==> src/rtl/sysclk_pkg.sv <==
package sysclk_pkg;
  localparam int DIV_LSB = 6;
  localparam int DIV_W   = 3;
  localparam int SEL_LSB = 9;
  localparam int SEL_W   = 3;
  localparam int RDY_BIT = 13;
  localparam int PRE_LSB = 14;
  localparam int PRE_W   = 2;
  localparam int NUM_OSC = 4;
  localparam int NUM_SRC = 8;

  localparam logic [31:0] CTRL_RST = 32'h0000_0008;

  localparam logic [SEL_W-1:0] SRC_NONE    = 3'd0;
  localparam logic [SEL_W-1:0] SRC_FIRST   = 3'd2;
  localparam logic [SEL_W-1:0] SRC_RC_FAST = 3'd4;

  localparam int OSC_EN_POS [NUM_OSC] = '{16, 17, 19, 20};
  localparam int RDY_POS    [NUM_SRC] = '{0, 0, 24, 29, 27, 28, 25, 31};

  localparam int MAX_EXP = (2**DIV_W - 1) + (2**PRE_W - 1);
  localparam int EXP_W   = $clog2(MAX_EXP + 1);

  typedef struct packed {
    logic             run;
    logic             restart;
    logic [EXP_W-1:0] expo;
  } presc_ctl_t;

  function automatic logic [31:0] storedMask();
    logic [31:0] m;
    m = CTRL_RST;
    m = m | ({{(32-DIV_W){1'b0}}, {DIV_W{1'b1}}} << DIV_LSB);
    m = m | ({{(32-PRE_W){1'b0}}, {PRE_W{1'b1}}} << PRE_LSB);
    for (int i = 0; i < NUM_OSC; i++) m[OSC_EN_POS[i]] = 1'b1;
    return m;
  endfunction
endpackage

==> src/rtl/sysclk_ctrl.sv <==
module sysclk_ctrl
  import sysclk_pkg::*;
(
  input  logic               clk,
  input  logic               rstN,
  input  logic               wrEn,
  input  logic [31:0]        wrData,
  input  logic [NUM_SRC-1:0] srcRdy,
  output logic [31:0]        rdData,
  output logic [NUM_OSC-1:0] oscEn,
  output logic [SEL_W-1:0]   activeSrc,
  output presc_ctl_t         prescCtl
);
  localparam logic [31:0] WR_MASK = storedMask();

  logic [31:0]      ctrlQ;
  logic [SEL_W-1:0] reqQ;
  logic [SEL_W-1:0] activeQ;
  logic             pendQ;
  logic [EXP_W-1:0] expoQ;
  logic [EXP_W-1:0] expo;
  logic [SEL_W-1:0] newSel;
  logic             selValid;
  logic [31:0]      rdyBits;

  assign newSel   = wrData[SEL_LSB +: SEL_W];
  assign selValid = newSel >= SRC_FIRST;

  always_comb begin
    expo = EXP_W'(ctrlQ[DIV_LSB +: DIV_W]);
    if (activeQ == SRC_RC_FAST) expo = expo + EXP_W'(ctrlQ[PRE_LSB +: PRE_W]);
  end

  always_ff @(posedge clk or negedge rstN) begin
    if (!rstN) begin
      ctrlQ   <= CTRL_RST & WR_MASK;
      reqQ    <= SRC_NONE;
      activeQ <= SRC_NONE;
      pendQ   <= 1'b0;
      expoQ   <= '0;
    end else begin
      expoQ <= expo;
      if (wrEn) ctrlQ <= (ctrlQ & ~WR_MASK) | (wrData & WR_MASK);
      if (wrEn && selValid) begin
        reqQ  <= newSel;
        pendQ <= (newSel != activeQ);
      end else if (pendQ && srcRdy[reqQ]) begin
        activeQ <= reqQ;
        pendQ   <= 1'b0;
      end
    end
  end

  always_comb begin
    rdyBits = '0;
    for (int c = SRC_FIRST; c < NUM_SRC; c++) rdyBits[RDY_POS[c]] = srcRdy[c];
  end

  always_comb begin
    rdData = ctrlQ | rdyBits;
    rdData[SEL_LSB +: SEL_W] = reqQ;
    rdData[RDY_BIT] = !pendQ && (activeQ != SRC_NONE);
  end

  for (genvar i = 0; i < NUM_OSC; i++) begin : g_osc
    assign oscEn[i] = ctrlQ[OSC_EN_POS[i]];
  end

  assign activeSrc        = activeQ;
  assign prescCtl.run     = activeQ != SRC_NONE;
  assign prescCtl.restart = expo != expoQ;
  assign prescCtl.expo    = expo;
endmodule

==> src/rtl/sysclk_prescaler.sv <==
module sysclk_prescaler
  import sysclk_pkg::*;
#(
  parameter int CNT_W = MAX_EXP
) (
  input  logic       clk,
  input  logic       rstN,
  input  presc_ctl_t prescCtl,
  output logic       tick
);
  logic [CNT_W-1:0] cnt;
  logic [CNT_W-1:0] limit;

  // 2^e - 1; the shift wraps to zero at e = CNT_W, so the subtraction gives all ones
  assign limit = (CNT_W'(1) << prescCtl.expo) - CNT_W'(1);

  always_ff @(posedge clk or negedge rstN) begin
    if (!rstN) begin
      cnt <= '0;
    end else if (!prescCtl.run || prescCtl.restart || cnt == limit) begin
      cnt <= '0;
    end else begin
      cnt <= cnt + CNT_W'(1);
    end
  end

  assign tick = prescCtl.run && !prescCtl.restart && (cnt == limit);
endmodule

==> src/rtl/sysclk_selector.sv <==
module sysclk_selector
  import sysclk_pkg::*;
(
  input  logic        clk,
  input  logic        rstN,
  input  logic        wrEn,
  input  logic [31:0] wrData,
  output logic [31:0] rdData,
  input  logic [7:0]  srcRdy,
  output logic [3:0]  oscEn,
  output logic [2:0]  activeSrc,
  output logic        sysClkEn
);
  presc_ctl_t prescCtl;

  sysclk_ctrl u_ctrl (
    .clk(clk), .rstN(rstN), .wrEn(wrEn), .wrData(wrData), .srcRdy(srcRdy),
    .rdData(rdData), .oscEn(oscEn), .activeSrc(activeSrc), .prescCtl(prescCtl)
  );

  sysclk_prescaler #(.CNT_W(MAX_EXP)) u_presc (
    .clk(clk), .rstN(rstN), .prescCtl(prescCtl), .tick(sysClkEn)
  );
endmodule

==> config.mk <==
export PLATFORM = sky130hd
export DESIGN_NAME = sysclk_selector
export DESIGN_NICKNAME = d
export VERILOG_FILES = /design/src/rtl/sysclk_pkg.sv /design/src/rtl/sysclk_ctrl.sv /design/src/rtl/sysclk_prescaler.sv /design/src/rtl/sysclk_selector.sv
export SDC_FILE = /design/constraint.sdc
export NUM_CORES = 1
export LEC_CHECK = 0
export CAP_MARGIN = 20
export CORE_UTILIZATION = 49
export CTS_BUF_LIST = sky130_fd_sc_hd__clkbuf_2 sky130_fd_sc_hd__clkbuf_4 sky130_fd_sc_hd__clkbuf_8
export DETAILED_ROUTE_END_ITERATION = 10
export PLACE_DENSITY = 0.88
export SYNTH_ARGS = -nofsm -noshare
export SYNTH_HDL_FRONTEND = slang
export SYNTH_SLANG_ARGS = --single-unit
==> constraint.sdc <==
create_clock -name clk -period 9.2 [get_ports clk]
set_clock_uncertainty 0.1 [all_clocks]
set_input_delay 1.84 -clock clk [delete_from_list [all_inputs] [get_ports clk]]
set_output_delay 1.84 -clock clk [all_outputs]
set_load 0.05 [all_outputs]
**After elaboration in Yosys (flattened, before gate mapping)**

Index checks and enable logic that the tools add are counted.

- Flip-flop bits (word level): 53
- Output and inout port bits: 40
- Logic and storage cells: 38
- Bits of input ports: 43

- Add/subtract/negate cells: 3
- Mux-type cells: 6
- Eq/ne operators: 4
- Shift operators: 1
- Reductions and logical operators: 13
- Bitwise operators: 3
- Magnitude comparators: 2

Operators by type and width:

| cell | count |
|---|---|
| $or A32 B21 Y32 | 1 |
| $or A32 B32 Y32 | 1 |
| $add A10 B1 Y10 const B | 1 |
| $eq A10 B10 Y1 | 1 |
| $mux W10 | 1 |
| $shl A1 B4 Y10 const A | 1 |
| $sub A10 B2 Y10 const B | 1 |
| $logic_and A1 B1 Y1 | 5 |
| $add A3 B2 Y4 | 1 |
| $lt A3 B4 Y1 const B | 1 |
| $mux W4 | 1 |
| $ne A4 B4 Y1 | 1 |
| $bmux W1 S3 | 1 |
| $eq A3 B3 Y1 const B | 1 |
| $ge A3 B2 Y1 const B | 1 |
| $logic_not A1 Y1 | 3 |
| $mux W1 | 3 |
| $ne A3 B3 Y1 | 1 |
| $reduce_bool A3 Y1 | 1 |
| $logic_or A1 B1 Y1 | 2 |
| $reduce_and A2 Y1 | 1 |
| $reduce_bool A2 Y1 | 1 |
| $not A1 Y1 | 1 |

**Longest topological paths before layout**

Gate-level depths: netlist of the first run.

- Word-level depth: 7
- Gate-level depth with buffers: 15
- Gate-level depth less buffers: 13

**Hierarchy**

From an unflattened synthesis of the first run, not the netlist that was laid out.

- Cell total of the unflattened synthesis: 202
- Area, all modules: 2057.0 µm²

By module, submodules not included:

| module | cells an instance | instances | sequential area each (µm²) | area each (µm²) |
|---|---|---|---|---|
| sysclk_ctrl | 106 | 1 | 526.8 | 1251.2 |
| sysclk_prescaler | 96 | 1 | 250.2 | 805.8 |

**Least setup slack after synthesis of the first run**

OpenSTA, ideal clock, no wires.

- Kind: register -> output
- Start: reg u_ctrl.ctrlQ[6]
- End: out sysClkEn
- Buffers on the path: 1
- Required time: 7.260 ns
- Data arrival time: 3.944 ns
- Setup slack: 3.316 ns
- Cell stages (with the launch flop): 15
- Path through: dfrtp_1 ha_1 inv_1 fa_1 nor4b_1 xnor2_1 o21ai_0 ha_1 clkbuf_1 nor2_1 mux2i_1 o31ai_1 xor2_1 nor4_2 and2_2

- Cells in the longest elaborated chain, start to end: 6
- Elaborated cells on any way between the ends: 9
- Those cells by class: 2 x add/sub; 2 x eq/ne; 1 x shift; 1 x mux; 3 x reduce/logical

RTL lines:

| element | line | source |
|---|---|---|
| start, declared | sysclk_ctrl.sv:16 | `logic [31:0] ctrlQ;` |
| start signal, assigned | sysclk_ctrl.sv:36 | `ctrlQ <= CTRL_RST & WR_MASK;` |
| start signal, assigned | sysclk_ctrl.sv:43 | `if (wrEn) ctrlQ <= (ctrlQ & ~WR_MASK) \| (wrData & WR_MASK);` |
| $add A3 B2 Y4 | sysclk_ctrl.sv:31 | `if (activeQ == SRC_RC_FAST) expo = expo + EXP_W'(ctrlQ[PRE_LSB +: PRE_W]);` |
| $mux W4 * | sysclk_ctrl.sv:31 |  |
| $shl A1 B4 Y10 or $ne A4 B4 Y1 (tied branches) | sysclk_prescaler.sv:15, sysclk_ctrl.sv:71 |  |
| $sub A10 B2 Y10 or $logic_not A1 Y1 (tied branches) | sysclk_prescaler.sv:15, sysclk_prescaler.sv:27 |  |
| $eq A10 B10 Y1 or $logic_and A1 B1 Y1 (tied branches) | sysclk_prescaler.sv:27 | `assign tick = prescCtl.run && !prescCtl.restart && (cnt == limit);` |
| $logic_and A1 B1 Y1 * | sysclk_prescaler.sv:27 |  |
| end, declared | sysclk_selector.sv:12 | `output logic sysClkEn` |

Every way passes the cells marked *; elsewhere a longest branch is shown, timed or not.

**Worst setup path after layout of the first run**

Ends and elaborated chain as after synthesis.

==> metrics.md, run 1 <==
| Metric | Value |
|---|---|
| Root Driver | clkbuf_8 |
| CORE AREA | about 4100 µm² |
| Crit-path cells | ha_1 -> inv_1 -> fa_1 -> nor4b_1 -> xnor2_1 -> o21ai_0 -> ha_1 -> nor2_1 -> mux2i_1 -> o31ai_1 -> xor2_1 -> nor4_2 -> and2_2 -> clkdlybuf4s50_1 |
| Worst setup SP type | register |
| Arr. time, crit path | 5.54 ns |
| Mux cell area share after synthesis | 8.73% |
| Top cell by count, worst path | ha_1 |
| CTS buffer count | 5 |
| CP endpoint kind | primary output |
| Commonest cells after routing, fill and taps aside | clkdlybuf4s50_1 (51), dfrtp_1 (30), nand2_1 (25), xnor2_1 (19), nor2_1 (16) |
| Worst Path Buf+Inv | 2 |
| Port buffer count | 51 |
| Non-Filler Instances | 318 |
| Compound-Gate Fraction of Synth Area | between 10% and 20% |
| RSZ-0062 raised after global routing | false |
| Hold Path Class | reg -> reg |
| Final period utilization | about four fifths |
| Main combinational cell family by area after synthesis | simple AND/OR/NAND/NOR gates |
| Max VDD drop | around 130 µV |
| Die Y-Extent | just under 70 µm |
| Top Ports | 83 |
| Synthesis-stage register bit count | 31 |
| Post-layout instance area | 2670 µm² |
| Synth-to-layout area growth | 24.0% |
| Slowest cell delay on critical path | 0.85 ns |
| Initial cell density of the core | a little over half |
| Drt first pass iters | 4 |
| CTS Hold Bufs | 0 |
| Primary FF master, synth | dfrtp_1 |
| Dpl cell area | 2560 µm² |
| Post-route antenna net violation count | 0 |
| Clk slew on worst S/H paths | 0.06 ns |
| Crit path kind | reg -> out |
| Clock Sinks | 31 |
| Vias in the first global route | 1623 |
| Fin. Hold Viols | 0 |
| Final setup viols | 0 |
| Post-CTS Resized | 0 |
| GRT Util Overall | a little over a fifth |
| H-tree lvl count | 2 |
| Crit path max-delay family | simple AND/OR/NAND/NOR gates |
| Req. time, crit path | about 7.3 ns |
| DRC Markers | 0 |
| Adder-cell share of the synthesized area | 3.26% |
| Synth warnings | 0 |
| Pleak | 1.14 nW |
| Site Rows | 23 |
| DRT Wirelength | 4370 µm |
| Crit path max fanout | 11 |
| Global-route wire length before repair | approximately 7400 µm |
| CTS tree | yes |
| Pwr/cell area | 230 nW/µm² |
| DRT iter0 DRCs | 94 |
| Post-synthesis xor/xnor area fraction | 8.96% |
| Syn Inst Count | about 230 |
| Nets | 315 |
| Async set-reset flop share out of synthesis | 100% |
| Minimum clock period | about 7.5 ns |
| Post-synth cell types | between 50 and 60 |
| Worst path slowest cell | nor4_2 |
| Share of cells above drive strength 1 | 12.7% |
| Fillcell total | 332 |
| Most common cell after layout, fill and taps aside | clkdlybuf4s50_1 |
| Synth Area in Simple Gates | approximately 18% |
| Initial antenna violation count | 0 |
| Max_cap viols | 0 |
| Setup TNS | 0 ns |
| Worst-margin pin slew | around 0.94 ns |
| Per-cell routed wire length | 13.7 µm |
| Slew margin rel. | a little under two fifths |
| Detailed placer's ending HPWL | about 3300 µm |
| Total gr overflow | 0 |
| Fin. max-slew vios | 0 |
| Max frequency | approximately 0.13 GHz |
| Post-CTS Setup Repair Bufs | 0 |
| Die width | 68.2 µm |
| Status | complete, no violations |
| Netlist area before placement | 2150 µm² |
| Antenna cells | 0 |
| Tot Pwr | 612 µW |
| Vias | 1711 |
| Inst Count DP | 310 |
| Avg Cell Area, Syn | 9.47 µm² |
| Largest net degree at the start of global routing | 32 |
| Post-synthesis sequential area ratio | 36.1% |
| Number of flops mapped to enable cells by yosys | 0 |
| Via/cell ratio | 5.38 |
| RePlAce Congestion | 0.905 |
| Worst-skew pair later-pin latency | 0.29 ns |
| Clock buffer depth | 2 |
| Die Area | 4660 µm² |
[metrics by stage]
stage	setup slack, ns	hold slack [ns]	utilization, %
final	1.72	0.439	64.8
after global routing	1.29	0.465	64.8
after CTS	1.71	0.435	64.8
after detailed placement	2.10	0.422	62.3
after global placement	2.14	0.416	62.3
after floorplan	3.32	0.420	-
[power by group]
part / total, mW / leakage [nW] / internal, mW / switching [mW]
Sequential: 0.194 / 0.388 / 0.158 / 0.0361
Clock: 0.120 / 0.0549 / 0.0711 / 0.0490
Combinational: 0.298 / 0.693 / 0.121 / 0.177
[per-layer routing]
layer | routed length [µm] | vias to the layer above | track usage (%)
li1 | - | 840 | -
met1 | 1960 | 808 | 27.6
met2 | 2140 | 54 | 35.5
met3 | 186 | 9 | 4.67
met4 | 84 | 0 | 9.11
met5 | 0 | - | 0
[sequential cells by signal, summed over array words and instances (netlist names)]
signal            count
u_ctrl.reqQ           3
u_presc.cnt          10
u_ctrl.pendQ          1
u_ctrl.activeSrc      3
u_ctrl.ctrlQ         10
u_ctrl.expoQ          4
[cell families after synthesis]
logic type                 count (synthesis)
and+or+nand+nor                           74
buffers and inverters                     42
AOI/OAI and AO/OA                         37
DFF                                       31
xor gates and xnor gates                  22
muxes                                     15
adders and majority gates                  5
other                                      1
[final cells by class]
class                   count  area [µm²]  area share, %
repair buffers             53         526           19.7
inverters                  11        41.3           1.55
well taps                  50        62.6           2.35
clock buffers               8         104           3.89
flip-flops and latches     31         777           29.1
multi-input cells         165        1160           43.4
[worst paths after layout]
| check | start | to | slack, ns | cells after the start |
|---|---|---|---|---|
| max | u_ctrl.ctrlQ[6]$_DFFE_PN0P_ | sysClkEn | 1.72 | 14 |
| min | u_ctrl.ctrlQ[19]$_DFFE_PN0P_ | u_ctrl.ctrlQ[19]$_DFFE_PN0P_ | 0.44 | 1 |
| max reg2reg | u_ctrl.ctrlQ[6]$_DFFE_PN0P_ | u_presc.cnt[2]$_DFF_PN0_ | 4.65 | 13 |
| min reg2reg | u_ctrl.ctrlQ[19]$_DFFE_PN0P_ | u_ctrl.ctrlQ[19]$_DFFE_PN0P_ | 0.44 | 1 |
| max in group asynchronous | rstN | u_ctrl.ctrlQ[3]$_DFFE_PN1P_ | 6.84 | 2 |
| min in group asynchronous | rstN | u_ctrl.ctrlQ[7]$_DFFE_PN0P_ | 1.84 | 2 |
[cell usage after synthesis (2+ instances only)]
| cell | n | share of area [%] |
|---|---|---|
| nor3_1 | 5 | 1.2 |
| buf_4 | 22 | 7.7 |
| nor2_1 | 16 | 2.8 |
| nand2_1 | 25 | 4.4 |
| o22ai_1 | 2 | 0.58 |
| mux2_2 | 10 | 5.2 |
| inv_1 | 10 | 1.7 |
| buf_2 | 2 | 0.47 |
| a31oi_1 | 2 | 0.58 |
| buf_6 | 2 | 1.0 |
| nor4b_1 | 2 | 0.82 |
| a21oi_1 | 7 | 1.6 |
| mux4_2 | 2 | 2.1 |
| or3_1 | 2 | 0.58 |
| o32ai_1 | 2 | 0.82 |
| mux2i_1 | 3 | 1.4 |
| and3_1 | 4 | 1.2 |
| ha_1 | 4 | 2.3 |
| xnor2_1 | 19 | 7.7 |
| nand3_1 | 7 | 1.6 |
| clkbuf_1 | 5 | 0.87 |
| xor2_1 | 3 | 1.2 |
| nor3b_1 | 2 | 0.70 |
| o21ai_0 | 8 | 1.9 |
| dfrtp_1 | 30 | 35 |
| nand4_1 | 2 | 0.58 |
Power figures use the tool's default switching activity.
==> run 2, diff against run 1 <==
- CORE_UTILIZATION: 49 -> 45
- PLACE_DENSITY: 0.88 -> 0.82
- clock period: 9.2 -> 6.9 ns (I/O delays scaled with it)
==> metrics.md, run 2 (same netlist as run 1, synthesis figures left out) <==
| Metric | Value |
|---|---|
| Status | finished with violations |
| Failing checks | DRC |
| Req. time, crit path | roughly 5.4 ns |
| Pleak | around 1.2 nW |
| Clock buffer depth | 2 |
| Initial cell density of the core | 48.0% |
| RePlAce Congestion | 0.869 |
| Site Rows | 24 |
| Number of cells on the worst hold path | 1 |
| Initial antenna violation count | 0 |
| Max VDD drop | 161 µV |
| H-tree lvl count | 2 |
| Comb power frac | a little under half |
| Die Y-Extent | 71.1 µm |
| CTS Hold Bufs | 0 |
| Total gr overflow | 0 |
| Flop pwr share | 29.6% |
| DRT iter0 DRCs | 97 |
| Final setup viols | 0 |
| Worst Hold Path EP | u_ctrl.ctrlQ[19]$_DFFE_PN0P_ |
| CORE AREA | 4470 µm² |
| Sw Share | 40.8% |
| Post-layout instance area | 2710 µm² |
| Crit path kind | reg -> out |
| DRT Wirelength | roughly 4400 µm |
| Slew margin rel. | between 50% and 60% |
| Non-Filler Instances | ~320 |
| Vias | 1734 |
| Reg2reg start | u_ctrl.ctrlQ[6]$_DFFE_PN0P_ |
| Setup TNS | 0 ns |
| Placement Setup Slack | 0.697 ns |
| Hold Path Class | reg -> reg |
| Per-cell routed wire length | about 14 µm |
| Commonest cells after routing, fill and taps aside | clkdlybuf4s50_1 (50), dfrtp_1 (30), nand2_1 (25), xnor2_1 (19), nor2_1 (16) |
| R2R cell count | 14 |
| Synth-to-layout area growth | 26.1% |
| Max frequency | 0.161 GHz |
| Layout Utilization | between 60% and 70% |
| Post-CTS Setup Repair Bufs | 0 |
| Internal power | approximately 500 µW |
| Max_cap viols | 0 |
| Post-CTS Resized | 0 |
| Die Area | approximately 5100 µm² |
| DRC Markers | 8 |
| GRT Util Overall | 18.8% |
| PnR worst setup slack | 0.674 ns |
| Die width | 71.1 µm |
| Antenna cells | 0 |
| Worst-skew pair later-pin latency | about 0.29 ns |
| Arr. time, crit path | ~4.8 ns |
| Worst setup SP type | register |
| Clock Sinks | 31 |
| Hold Crit Start | u_ctrl.ctrlQ[19]$_DFFE_PN0P_ |
| Detailed placer's ending HPWL | approximately 3200 µm |
| Reg-to-reg endpoint | u_presc.cnt[0]$_DFF_PN0_ |
| Vias in the first global route | 1640 |
| Global-route wire length before repair | 7390 µm |
| RSZ-0062 raised after global routing | false |
| Drt first pass iters | 7 |
| P_sw | about 350 µW |
| Crit path max fanout | 11 |
| Pwr/cell area | around 320 nW/µm² |
| Worst-margin pin slew | 0.615 ns |
| Largest net degree at the start of global routing | 32 |
| Fin. max-slew vios | 0 |
| Dpl cell area | approximately 2600 µm² |
| Reg2Reg Setup Slack | roughly 2.7 ns |
| Final period utilization | 90.2% |
| Top Ports | 83 |
| Minimum clock period | 6.23 ns |
| CTS tree | yes |
| Root Driver | clkbuf_8 |
| Nets | 316 |
| Inst Count DP | 313 |
| Fin. Hold Viols | 0 |
| CTS buffer count | 5 |
| CP endpoint kind | primary output |
| Clk slew on worst S/H paths | about 0.070 ns |
| Clock power share | 24.7% |
| Share of cells above drive strength 1 | 13.0% |
| Most common cell after layout, fill and taps aside | clkdlybuf4s50_1 |
| Post-route antenna net violation count | 0 |
| Via/cell ratio | 5.40 |
| Port buffer count | 51 |
| Largest regs | u_ctrl.ctrlQ (10), u_presc.cnt (10), u_ctrl.expoQ (4) |
[run 2: cell types whose count changed in the layout (fill, tap and decap cells not counted)]
cell / change
buf_4: +1
bufinv_16: +2
clkbuf_4: -1
clkbuf_8: -2
clkdlybuf4s50_1: -1
clkinvlp_4: +1
dlymetal6s2s_1: +1
[run 2: power by group through the flow]
| stage | logic, mW | registers [mW] | clock network, mW |
|---|---|---|---|
| after floorplan | 0.268 | 0.298 | 0 |
| after global placement | 0.390 | 0.260 | 0 |
| after detailed placement | 0.394 | 0.262 | 0 |
| after CTS | 0.398 | 0.258 | 0.219 |
| after global routing | 0.426 | 0.263 | 0.228 |
| final | 0.398 | 0.258 | 0.215 |
[run 2: worst max path at each step]
stage,start,end,slack (ns)
2_1_floorplan,u_ctrl.ctrlQ[6]$_DFFE_PN0P_,sysClkEn,1.48
3_3_place_gp,u_ctrl.ctrlQ[6]$_DFFE_PN0P_,sysClkEn,0.74
3_5_place_dp,u_ctrl.ctrlQ[6]$_DFFE_PN0P_,sysClkEn,0.70
4_1_cts,u_ctrl.ctrlQ[6]$_DFFE_PN0P_,sysClkEn,0.31
5_1_grt,u_ctrl.ctrlQ[6]$_DFFE_PN0P_,sysClkEn,0.37
6_report,u_ctrl.ctrlQ[6]$_DFFE_PN0P_,sysClkEn,0.67
[run 2: through the flow]
| step | total power [mW] | hold slack [ns] |
|---|---|---|
| after floorplan | 0.566 | 0.420 |
| after global placement | 0.650 | 0.418 |
| after detailed placement | 0.656 | 0.422 |
| after CTS | 0.875 | 0.440 |
| after global routing | 0.918 | 0.454 |
| final | 0.870 | 0.438 |
[run 2: worst max-delay path, cell delays in order, from the launching register on]
cell            delay, ns
dfrtp_1              0.49
ha_1                 0.25
inv_1                0.07
fa_1                 0.47
nor4b_1              0.45
xnor2_1              0.35
o21ai_0              0.30
ha_1                 0.39
nor2_1               0.14
mux2i_1              0.08
o31ai_1              0.29
xor2_1               0.13
nor4_2               0.28
buf_4                0.21
and2_2               0.14
dlymetal6s2s_1       0.41
[run 2: final cells by class]
cell class                 count  area, µm²
inverter                      11       41.3
clock buffer                   5       68.8
tap                           52       65.1
clock inverter                 3       67.6
sequential                    31        777
timing repair buffer          54        536
fill                         373       1760
multi-input combinational    165       1160
[run 2: per-layer routing]
layer  wire length [µm]  vias to the layer above  track usage (%)  part of all wire [%]
met5                  0                        -                0                     0
met3                215                        5             5.98                   4.9
li1                   -                      846                -                     -
met2               2140                       55             30.9                    49
met1               2010                      828             23.3                    46
met4                 45                        0             6.44                   1.0
